===== src/rtl/fwft_pkg.sv =====
package fwft_pkg;
  // Occupancy of the single output slot
  typedef enum logic {
    SLOT_EMPTY = 1'b0,
    SLOT_FULL  = 1'b1
  } slot_e;
endpackage


===== src/rtl/fwft_fetch_ctl.sv =====
module fwft_fetch_ctl
  import fwft_pkg::*;
(
  input  logic  rst_n,
  input  logic  mem_empty,
  input  slot_e slot,
  input  logic  rd_en_n,
  output logic  fetch,
  output logic  take
);
  // A true read needs a presented word; a low enable on an empty slot is ignored
  always_comb begin
    take  = (slot == SLOT_FULL) && !rd_en_n;
    fetch = rst_n && !mem_empty && ((slot == SLOT_EMPTY) || take);
  end
endmodule


===== src/rtl/fwft_out_reg.sv =====
module fwft_out_reg
  import fwft_pkg::*;
#(
  parameter int DW = 9
) (
  input  logic          clk,
  input  logic          rst_n,
  input  logic          load,
  input  logic          take,
  input  logic [DW-1:0] din,
  output logic [DW-1:0] dout,
  output slot_e         slot
);
  always_ff @(posedge clk or negedge rst_n) begin
    if (!rst_n) begin
      dout <= '0;
      slot <= SLOT_EMPTY;
    end else if (load) begin
      dout <= din;
      slot <= SLOT_FULL;
    end else if (take) begin
      // word stays visible after its read
      slot <= SLOT_EMPTY;
    end
  end
endmodule


===== src/rtl/fwft_out_stage.sv =====
module fwft_out_stage
  import fwft_pkg::*;
#(
  parameter int DW = 9
) (
  input  logic          clk,
  input  logic          rst_n,
  input  logic          mem_empty,
  output logic          mem_rd,
  input  logic [DW-1:0] mem_rdata,
  input  logic          rd_en_n,
  output logic [DW-1:0] dout,
  output logic          out_ready_n
);
  slot_e slot;
  logic  take;

  fwft_fetch_ctl u_ctl (
    .rst_n    (rst_n),
    .mem_empty(mem_empty),
    .slot     (slot),
    .rd_en_n  (rd_en_n),
    .fetch    (mem_rd),
    .take     (take)
  );

  fwft_out_reg #(.DW(DW)) u_reg (
    .clk  (clk),
    .rst_n(rst_n),
    .load (mem_rd),
    .take (take),
    .din  (mem_rdata),
    .dout (dout),
    .slot (slot)
  );

  assign out_ready_n = (slot != SLOT_FULL);
endmodule


===== config.mk =====
export PLATFORM = sky130hd
export DESIGN_NAME = fwft_out_stage
export DESIGN_NICKNAME = d
export VERILOG_FILES = /design/src/rtl/fwft_pkg.sv /design/src/rtl/fwft_fetch_ctl.sv /design/src/rtl/fwft_out_reg.sv /design/src/rtl/fwft_out_stage.sv
export SDC_FILE = /design/constraint.sdc
export NUM_CORES = 1
export LEC_CHECK = 0
export ABC_AREA = 1
export CAP_MARGIN = 15
export CORE_AREA = 10 10 47 49
export CTS_BUF_LIST = sky130_fd_sc_hd__clkbuf_16
export CTS_CLUSTER_SIZE = 12
export DETAILED_ROUTE_END_ITERATION = 8
export DIE_AREA = 0 0 57 59
export PLACE_DENSITY = 0.7
export SLEW_MARGIN = 40
export SYNTH_ARGS = -nofsm -noshare
export SYNTH_HDL_FRONTEND = slang
export SYNTH_SLANG_ARGS = --single-unit

===== constraint.sdc =====
create_clock -name clk -period 1.6 [get_ports clk]
set_clock_uncertainty 0.2 [all_clocks]
set_input_delay 0.16 -clock clk [delete_from_list [all_inputs] [get_ports clk]]
set_output_delay 0.16 -clock clk [all_outputs]
set_load 0.01 [all_outputs]

==> flow_summary.toml <==
[clock_tree]
clock_latency_ps = 230
path_clk_slew_ps = 40
root_buffer = "clkbuf_16"
h-tree-depth = 1
postCtsSetupBuffers = 0
cts_num_sinks = 10
cts_buffers = 3
cts_tree = "built"
clk_path_buf_depth = 2

[yosys]
yosys_warnings = 0
synth_cells = 46
postSynthNetCount = 59
yosysSeqAreaShare_pct = 56.50
synth.avg_cell_area_um2 = 9.629
synth.distinct_cells = 9
synth-seq-cells = 10
syn-cell-area_um2 = 442.9

[sta]
worst_pin_slew_ps = 205.2
max_slew_margin_pct = 86.32
setup_slack_ps = 57.80
rsz0062_at_grt = "false"
final_hold_viol_count = 0
fin_crit_ps = 1542
hold-worst-slack_ps = 149.7
period_share_pct = 96.39
fmax_mhz = 648.4
slew_viol_final = 0
final.setup.tns_ps = 0
finalSetupViolCount = 0

[final_layout]
antenna_cells = 0
nets = 88
final_common_cell = "clkdlybuf4s50_1"
final_cell_mix = "22 x clkdlybuf4s50_1, 19 x nand2_1, 10 x dfrtp_1"
layout-drive-gt1-share_pct = 13.51
post-route-util_pct = 55.00
stdcell_count = 90
area_growth_pct = 74.01

[flow_run]
maxCapViolations = 0

[worst_setup_path]
end_kind = "primary output"
cp-start-kind = "register"
regToRegSetupSlack_ps = 470
worstSetupPathType = "reg2out"
r2r_cells = 5
reg2reg_to = "u_reg.dout[8]"
crit_required_ps = 1240
cp_max_fo = 2
critPathArrivalTime_ps = 1180
worstReg2RegStart = "u_reg.slot"

[global_route]
grt_pass1_wl_um = 1856
grtUsageTotal_pct = 6.803
grt_overflow = 0
antenna_found_initial = 0
first_global_vias = 421
grt_start_max_net_pins = 20

[power]
p_seq_share_pct = 33.1
clockPowerShare_pct = 45.6
net-switching-power_uw = 207.5
peakVddDrop_mv = 0.8488
p_leak_uw = 0.0003759
intPower_uw = 737.7
power_density_nw_per_um2 = 1226
p_comb_share_pct = 21.3
swShare_pct = 21.96

[placed_design]
place_inst = 86
post-place-ws_ps = -126.1
dp_hpwl_um = 889.1
gp_congestion = 0.6876
portBuffers = 23

[detailed_routing]
wl_per_cell_um = 12.19
drc = 0
drt-vias-per-instance = 4.344
first_pass_iters = 2
vias = 391
routed_wl_um = 1097
ant_nets = 0
drt_iter0_drc = 3

[floorplanning]
ios = 24
die_area_um2 = 3363
placementRows = 14
die_w_um = 57
core-area_um2 = 1401
die_h_um = 59
start_util_pct = 31.61

[hold_path]
min_path_type = "in2async"

[run_status]
status = "finished clean"
-- worst max-delay path: stages, from the launching register on --
cell and delay (ps):
dfrtp_1 380, inv_1 50, clkdlybuf4s50_1 520
-- power by group through the flow --
stage	combinational (uW)	clock (uW)	sequential [uW]
2_1_floorplan	59.8	0	333
3_3_place_gp	206	0	315
3_5_place_dp	207	0	316
4_1_cts	207	445	313
5_1_grt	221	462	317
6_report	202	431	313
-- registers in the layout, indices dropped and copies added (netlist names) --
name / cells
u_reg.dout: 9
u_reg.slot: 1
-- logic make-up after synthesis --
group                  synth area share (%)
buffers and inverters                 9.322
AND/OR/NAND/NOR                       34.18
flip-flops                            56.50
-- how the worst max path moves through the flow --
stage,startpoint,endpoint,slack (ps),depth (start not counted)
2_1_floorplan,u_reg.slot,mem_rd,510,4
3_3_place_gp,rst_n,mem_rd,-120,4
3_5_place_dp,rst_n,mem_rd,-130,4
4_1_cts,u_reg.slot,out_ready_n,40,2
5_1_grt,u_reg.slot,out_ready_n,10,2
6_report,u_reg.slot,out_ready_n,60,2
-- Yosys cell counts (all sizes together) --
| cell | instances | share of area (%) |
|---|---|---|
| buf | 3 | 6.8 |
| inv | 3 | 2.5 |
| nand2 | 20 | 18 |
| nand3 | 1 | 4.0 |
| dfrtp | 10 | 56 |
| nand4 | 9 | 13 |
-- cell type report --
| cell class | instances | area [um^2] |
|---|---|---|
| clock inverters | 1 | 3.754 |
| clock buffers | 3 | 75.07 |
| multi-input cells | 30 | 151.4 |
| inverters | 3 | 11.26 |
| well taps | 16 | 20.02 |
| flip-flops and latches | 10 | 250.2 |
| fillers | 139 | 630.6 |
| repair buffers | 27 | 259.0 |
-- per-layer routing --
layer | GRT usage (%) | part of all wire, % | up-vias | wire length (um)
li1 | - | - | 208 | -
met1 | 7.917 | 44 | 164 | 484
met2 | 7.907 | 37 | 19 | 403
met3 | 6.652 | 19 | 0 | 210
met4 | 3.020 | 0 | 0 | 0
met5 | 0 | 0 | - | 0
-- per-stage QoR --
stage	area, um^2	power, uW
3_5_place_dp	693.2	523.3
5_1_grt	770.7	999.0
2_1_floorplan	442.9	393.3
6_report	770.7	945.2
3_3_place_gp	693.2	520.3
4_1_cts	770.7	965.7
-- repair_timing --
action,CTS,global route
hold buffers,0,0
setup endpoints to repair,1,0
gates resized for setup,1,0
Note: power is estimated with default switching activity, not from simulation.
